## config.mk

```make
export PLATFORM = sky130hd
export DESIGN_NAME = i2c_tgt
export DESIGN_NICKNAME = d
export VERILOG_FILES = /design/src/rtl/i2c_tgt_pkg.sv /design/src/rtl/i2c_tgt_sync.sv /design/src/rtl/i2c_tgt_cond.sv /design/src/rtl/i2c_tgt_engine.sv /design/src/rtl/i2c_tgt.sv
export SDC_FILE = /design/constraint.sdc
export NUM_CORES = 1
export LEC_CHECK = 0
export ABC_AREA = 1
export BUFFER_PORTS_ARGS = -buffer_cell sky130_fd_sc_hd__buf_2
export CAP_MARGIN = 20
export CORE_UTILIZATION = 50
export DETAILED_ROUTE_END_ITERATION = 16
export PLACE_DENSITY = 0.72
export REMOVE_ABC_BUFFERS = 1
export SLEW_MARGIN = 10
export SYNTH_ARGS = -nofsm -noshare
export SYNTH_HDL_FRONTEND = slang
export SYNTH_SLANG_ARGS = --single-unit
```

## constraint.sdc

```tcl
create_clock -name clk -period 1.6 [get_ports clk]
set_input_delay 0.08 -clock clk [delete_from_list [all_inputs] [get_ports clk]]
set_output_delay 0.08 -clock clk [all_outputs]
set_load 0.02 [all_outputs]
```

## src/rtl/i2c_tgt_pkg.sv

```systemverilog
package i2c_tgt_pkg;

    localparam logic [3:0] DEV_CODE = 4'b1010;

    typedef enum logic [2:0] {
        ST_IDLE,
        ST_CTRL,
        ST_ADDR,
        ST_WDATA,
        ST_READ
    } tgt_state_e;

    // synchronized bus view plus the events derived from it
    typedef struct packed {
        logic scl;
        logic sda;
        logic scl_rise;
        logic scl_fall;
        logic start;
        logic stop;
    } bus_ev_t;

    function automatic logic ctrl_match(input logic [7:0] ctrl, input logic [2:0] cs);
        return (ctrl[7:4] == DEV_CODE) && (ctrl[3:1] == cs);
    endfunction

endpackage

```

## src/rtl/i2c_tgt_sync.sv

```systemverilog
module i2c_tgt_sync #(
    parameter int W      = 2,
    parameter int STAGES = 2
) (
    input  logic         clk,
    input  logic         rst,
    input  logic [W-1:0] d,
    output logic [W-1:0] q
);
    for (genvar i = 0; i < W; i++) begin : g_bit
        logic [STAGES-1:0] ff;
        always_ff @(posedge clk) begin
            if (rst) ff <= '1;
            else     ff <= {ff[STAGES-2:0], d[i]};
        end
        assign q[i] = ff[STAGES-1];
    end
endmodule

```

## src/rtl/i2c_tgt_cond.sv

```systemverilog
module i2c_tgt_cond
    import i2c_tgt_pkg::*;
(
    input  logic    clk,
    input  logic    rst,
    input  logic    scl_s,
    input  logic    sda_s,
    output bus_ev_t ev
);
    logic scl_q, sda_q;

    always_ff @(posedge clk) begin
        if (rst) begin
            scl_q <= 1'b1;
            sda_q <= 1'b1;
        end else begin
            scl_q <= scl_s;
            sda_q <= sda_s;
        end
    end

    always_comb begin
        ev.scl      = scl_s;
        ev.sda      = sda_s;
        ev.scl_rise = scl_s & ~scl_q;
        ev.scl_fall = ~scl_s & scl_q;
        ev.start    = scl_s & scl_q & sda_q & ~sda_s;
        ev.stop     = scl_s & scl_q & ~sda_q & sda_s;
    end
endmodule

```

## src/rtl/i2c_tgt_engine.sv

```systemverilog
module i2c_tgt_engine
    import i2c_tgt_pkg::*;
#(
    parameter int HOLD_CYC = 3
) (
    input  logic       clk,
    input  logic       rst,
    input  bus_ev_t    ev,
    input  logic [2:0] cs_strap,
    input  logic       busy_i,
    input  logic [7:0] rdata_i,
    output logic       sda_oe,
    output logic [7:0] word_addr,
    output logic       addr_load,
    output logic [7:0] wdata,
    output logic       wdata_valid,
    output logic       rd_req,
    output logic       commit
);
    localparam int          HW        = $clog2(HOLD_CYC + 1);
    localparam logic [3:0]  ACK_SLOT  = 4'd8;
    localparam logic [HW-1:0] HOLD_INIT = HW'(HOLD_CYC);

    tgt_state_e    st;
    logic [3:0]    bitcnt;
    logic [7:0]    shreg;
    logic          ack_q, wdirty, load_q;
    logic [HW-1:0] hold_cnt;
    logic          want, rx_st, accept;

    always_comb begin
        rx_st  = (st == ST_CTRL) || (st == ST_ADDR) || (st == ST_WDATA);
        accept = !busy_i && ((st != ST_CTRL) || ctrl_match(shreg, cs_strap));
        want   = ack_q || ((st == ST_READ) && (bitcnt < ACK_SLOT) && !shreg[7]);
    end

    always_ff @(posedge clk) begin
        if (rst) begin
            st          <= ST_IDLE;
            bitcnt      <= '0;
            shreg       <= '0;
            ack_q       <= 1'b0;
            wdirty      <= 1'b0;
            load_q      <= 1'b0;
            hold_cnt    <= '0;
            sda_oe      <= 1'b0;
            word_addr   <= '0;
            wdata       <= '0;
            addr_load   <= 1'b0;
            wdata_valid <= 1'b0;
            rd_req      <= 1'b0;
            commit      <= 1'b0;
        end else begin
            addr_load   <= 1'b0;
            wdata_valid <= 1'b0;
            rd_req      <= 1'b0;
            commit      <= 1'b0;
            load_q      <= rd_req;
            if (load_q) shreg <= rdata_i;
            if (hold_cnt != '0) hold_cnt <= hold_cnt - HW'(1);
            if (hold_cnt == HW'(1)) sda_oe <= want;

            if (ev.start) begin
                st       <= ST_CTRL;
                bitcnt   <= '0;
                ack_q    <= 1'b0;
                wdirty   <= 1'b0;
                sda_oe   <= 1'b0;
                hold_cnt <= '0;
            end else if (ev.stop) begin
                st       <= ST_IDLE;
                commit   <= wdirty;
                wdirty   <= 1'b0;
                ack_q    <= 1'b0;
                sda_oe   <= 1'b0;
                hold_cnt <= '0;
            end else if (st != ST_IDLE) begin
                if (ev.scl_fall) begin
                    hold_cnt <= HOLD_INIT;
                    if (rx_st && bitcnt == ACK_SLOT) begin
                        if (accept) begin
                            ack_q <= 1'b1;
                            if (st == ST_ADDR) begin
                                word_addr <= shreg;
                                addr_load <= 1'b1;
                            end else if (st == ST_WDATA) begin
                                wdata       <= shreg;
                                wdata_valid <= 1'b1;
                                wdirty      <= 1'b1;
                            end
                        end else begin
                            st <= ST_IDLE;
                        end
                    end else begin
                        ack_q <= 1'b0;
                        if (st == ST_READ && bitcnt != '0 && bitcnt < ACK_SLOT)
                            shreg <= {shreg[6:0], 1'b0};
                    end
                end else if (ev.scl_rise) begin
                    if (bitcnt < ACK_SLOT) begin
                        bitcnt <= bitcnt + 4'd1;
                        if (rx_st) shreg <= {shreg[6:0], ev.sda};
                    end else begin
                        bitcnt <= '0;
                        case (st)
                            ST_CTRL: begin
                                if (shreg[0]) begin
                                    st     <= ST_READ;
                                    rd_req <= 1'b1;
                                end else begin
                                    st <= ST_ADDR;
                                end
                            end
                            ST_ADDR: st <= ST_WDATA;
                            ST_READ: begin
                                if (!ev.sda) rd_req <= 1'b1;
                                else         st     <= ST_IDLE;
                            end
                            default: ;
                        endcase
                    end
                end
            end
        end
    end

    p_idle_quiet_r2: assert property (@(posedge clk) disable iff (rst)
        (st == ST_IDLE) |-> !sda_oe);

    p_ack_held_r5: assert property (@(posedge clk) disable iff (rst)
        (ack_q && ev.scl) |-> sda_oe);

    p_busy_no_ack_r6: assert property (@(posedge clk) disable iff (rst)
        $rose(ack_q) |-> !$past(busy_i));

    p_single_strobe_r7: assert property (@(posedge clk) disable iff (rst)
        $onehot0({addr_load, wdata_valid, rd_req, commit}));

    p_hi_stable_r10: assert property (@(posedge clk) disable iff (rst)
        (ev.scl && $past(ev.scl)) |-> $stable(sda_oe));

    p_commit_on_stop_r11: assert property (@(posedge clk) disable iff (rst)
        commit |-> $past(ev.stop));
endmodule

```

## src/rtl/i2c_tgt.sv

```systemverilog
module i2c_tgt
    import i2c_tgt_pkg::*;
#(
    parameter int HOLD_CYC    = 3,
    parameter int SYNC_STAGES = 2
) (
    input  logic       clk,
    input  logic       rst,
    input  logic       scl_i,
    input  logic       sda_i,
    input  logic [2:0] cs_strap,
    output logic       sda_drive_low,
    input  logic       core_busy,
    input  logic [7:0] rd_data,
    output logic [7:0] word_addr,
    output logic       addr_load,
    output logic [7:0] wr_data,
    output logic       wr_valid,
    output logic       rd_req,
    output logic       commit
);
    logic [1:0] raw_lines, sync_lines;
    bus_ev_t    ev;

    assign raw_lines = {scl_i, sda_i};

    i2c_tgt_sync #(.W(2), .STAGES(SYNC_STAGES)) u_sync (
        .clk (clk),
        .rst (rst),
        .d   (raw_lines),
        .q   (sync_lines)
    );

    i2c_tgt_cond u_cond (
        .clk   (clk),
        .rst   (rst),
        .scl_s (sync_lines[1]),
        .sda_s (sync_lines[0]),
        .ev    (ev)
    );

    i2c_tgt_engine #(.HOLD_CYC(HOLD_CYC)) u_eng (
        .clk         (clk),
        .rst         (rst),
        .ev          (ev),
        .cs_strap    (cs_strap),
        .busy_i      (core_busy),
        .rdata_i     (rd_data),
        .sda_oe      (sda_drive_low),
        .word_addr   (word_addr),
        .addr_load   (addr_load),
        .wdata       (wr_data),
        .wdata_valid (wr_valid),
        .rd_req      (rd_req),
        .commit      (commit)
    );
endmodule

```

==> results by stage <==
Finish:
- The area used by sequential logic in the layout is 961 um^2.
- Leaving out fill and tap cells, the most frequent cells in the layout are nand2_1 (48), nor2_1 (41), dfxtp_1 (37).
- Leaving out fill and tap cells, the most frequent cell in the layout is nand2_1.
- The repair_antennas step left the layout with diodes totalling 0.
- The share of final-layout standard cells stronger than drive strength 1 is 35.7%.
- After the last flow step, the layout net total stands at 387.
- The multi-input combinational cell area is 0.00115 mm^2.
- The area growth from synthesis to layout is 34.8%.
- The filler cell count is 326.

GRT:
- The wire length of the first global-routing pass is 7910 um.
- The number of antenna violations at the first check in global routing is 0.
- The total overflow reported by the global router is 0.
- The via count of the first global-routing pass is 1827.
- Entering global routing, the biggest net connects 17 pins.
- The global-route usage over all layers is 23.3%.

Logic synthesis:
- The synthesized design contains 0 enable-type register cells.
- The cell count after synthesis is 297.
- In the synthesized netlist the dominant register cell turns out to be dfxtp_1.
- The unique cell type count in the Yosys netlist is 26.
- The area of the mapped netlist is 0.00213 mm^2.
- The proportion of synthesized chip area in sequential cells is 44.2%.
- After synthesis, the share of flip-flops with an asynchronous set or reset is 0%.
- Yosys attributes the largest share of cell area to dfxtp_1 (44%), nand2_1 (9.5%), nor2_1 (7.9%).
- The flop and latch count out of synthesis is 47.
- After synthesis, the largest area contributor takes up 44.2% of total cell area.
- The number of synthesis warnings is 0.
- The mean area per synthesized cell is 7.17 um^2.
- The largest area contributor in the synthesized netlist is dfxtp_1.

Floorplan:
- The placeable core region is 0.00406 mm^2.
- The initial cell density of the core is 52.5%.
- After floorplanning, the core was divided into 23 placement rows.
- 37 I/O pins were placed.
- Measured along the x axis, the die boundary spans 67.3 um.
- The height of the die is 67.3 um.
- The floorplan step defined a die boundary enclosing 0.00452 mm^2.

Clock tree:
- After clock tree synthesis, the clock-pin slew on the worst setup and hold paths is 0.09 ns.
- At the later pin of the worst-skew pair, clock insertion delay measures 0.31 ns.
- CTS saw 47 sinks.
- Buffers inserted during clock tree synthesis total 5.
- The H-tree level count is 2.
- TritonCTS built the clock tree.
- The master cell of the clock root buffer is clkbuf_8.
- The largest buffer count on any clock path is 2.

Timing:
- The final sum of negative setup slack is 0 ns.
- The final hold violation count is 0.
- Setup violations remaining at the end of the flow were counted as 0.
- The minimum period implied by the final worst setup slack is 1.56 ns.
- The final clock skew is 0.00634 ns.
- Derived from the worst setup path, the maximum achievable clock frequency is 0.641 GHz.
- At the pin with the least slew margin, the transition time is 0.524 ns.
- After layout, the worst path uses 97.6% of the clock period.
- The worst pin sits at a relative slew slack of 65.0%.
- The number of pins with negative max-slew slack in the final report is 0.

Critical path:
- The category of the worst setup path launch point is a register.
- The endpoint type of the worst setup path is a register.
- The startpoint of the worst-slack reg-to-reg timing path is u_eng.shreg[1].
- By startpoint and endpoint, the worst setup path is classified as register to register.
- The required time of the critical path is 1.81 ns.
- Along the worst path, the maximum fanout reaches 4.
- Data arrives at the worst endpoint at 1.77 ns.
- The launching instance or port of the critical path is u_eng.shreg[1].
- The path depth of the worst reg2reg path is 12.

Detailed routing:
- In the routed layout, each cell is associated on average with a via count of 5.12.
- The count of nets left with antenna violations once routing finished came out at 0.
- The total detailed-routing wirelength is 5110 um.
- For this run, design rule violations remaining after detail routing come to 0.
- The first TritonRoute pass finished after 5 iterations.
- For this block, the initial DRC count from the detailed router was 146.
- Dividing the detail-routed wire length by the instance count gives 12.3 um.
- The routed layout has 2136 vias.

Placed design:
- The number of buffers inserted by port buffering is 36.
- Routability-driven placement finished with a final weighted congestion of 0.910.
- The wire-length estimate of the detail-placed layout is 3510 um.

Worst hold path:
- The worst hold path cell count is 2.
- In this run the most critical hold path is launched from rst.
- The tightest min-delay check is of the input port to register type.

Power:
- IR analysis of the VDD net gives a maximum drop of 0.728 mV.
- Power spread over the standard cell area amounts to 778 mW/mm^2.
- For this design the static power due to leakage is 0.00131 uW.
- The completed layout was analyzed and its total power is 2230 uW.

Status:
- The run finished with clean final reports.

Job:
- Max-cap violations in this run came to 0.
## final timing paths
kind	endpoint	slack, ns
max reg2reg	u_eng.wdata[0]	0.04
min reg2reg	u_sync.g_bit[0].ff[1]	0.42
min	u_eng.commit	0.02
max	u_eng.wdata[0]	0.04
## worst max-delay path: stages, from the launching register on
cell and delay [ns]:
dfxtp_4 0.38, inv_2 0.05, nand2_1 0.06, nand2_1 0.05, nor2_1 0.08, nand2_1 0.08
nand2_2 0.11, nand3_4 0.13, nor2_4 0.17, clkbuf_2 0.17, nand3_1 0.08, nand2_1 0.07
nor2_1 0.03
## cell usage after synthesis (2+ instances only)
cell type and number:
nand3_1 28, nor3_1 4, a21oi_1 33, nand2_1 54, nor3_4 2, o21ai_0 13
nor2_2 4, clkbuf_1 3, dfxtp_1 47, nand2_2 3, inv_2 6, inv_1 29
clkinv_1 2, or2_2 4, ha_1 5, nor2_1 45, nor2_4 2, nand4_1 5
## through the flow
stage          hold slack, ns  worst slack, ns  instances  cell area (um^2)  utilization (%)
3_3_place_gp            0.263           0.0226        395              2490             61.3
6_report               0.0155           0.0390        417              2870             70.7
3_5_place_dp            0.268          -0.0445        395              2490             61.3
4_1_cts                0.0162          0.00816        407              2640             65.1
2_1_floorplan           0.149           0.0848        292              2110                -
5_1_grt                0.0173          -0.0837        417              2870             70.7
## metal layers
layer / share of wire, % / vias up / track usage (%)
met2: 47 / 80 / 38.1
li1: - / 1093 / -
met3: 5.5 / 15 / 5.57
met5: 0 / - / 0
met1: 45 / 948 / 29.0
met4: 2.2 / 0 / 9.57
## cell families after synthesis
family,share of synthesized area [%]
flip-flops,44.2
adder cells (fa/ha/maj),2.94
buffers and inverters,7.64
AND/OR/NAND/NOR,33.4
AO/OA/AOI/OAI,11.8
## what timing repair did
item / CTS / global route
hold buffers: 2 / 0
setup endpoints to repair: 11 / 31
gates resized for setup: 3 / 52
hold endpoints to repair: 2 / 0
pin swaps: 1 / 22
cloned: 0 / 1
setup buffers: 2 / 9
## state kept, by name, summed over array words and instances, names as in the netlist, 2 cells and up
name and count:
u_eng.word_addr 8, u_eng.hold_cnt 2, u_eng.bitcnt 4, u_eng.st 3, u_sync.g_bit.ff 4, u_eng.wdata 8, u_eng.shreg 8
## power by group
| part | internal (uW) | total [uW] | switching [uW] | leakage [uW] |
|---|---|---|---|---|
| logic | 67.2 | 166 | 98.3 | 0.000872 |
| clock network | 466 | 888 | 423 | 0.0000581 |
| registers | 1170 | 1180 | 5.80 | 0.000384 |
| total | 1710 | 2230 | 527 | 0.00131 |
## layout make-up
class                           count  area share (%)
Multi-Input combinational cell    208            40.2
Timing Repair Buffer               66            14.9
Clock inverter                      3            1.53
Timing Repair inverter              1           0.262
Clock buffer                        5            2.40
Inverter                           37            5.06
Tap cell                           50            2.18
Sequential cell                    47            33.5
No activity file was read; power rests on OpenSTA's default activity.
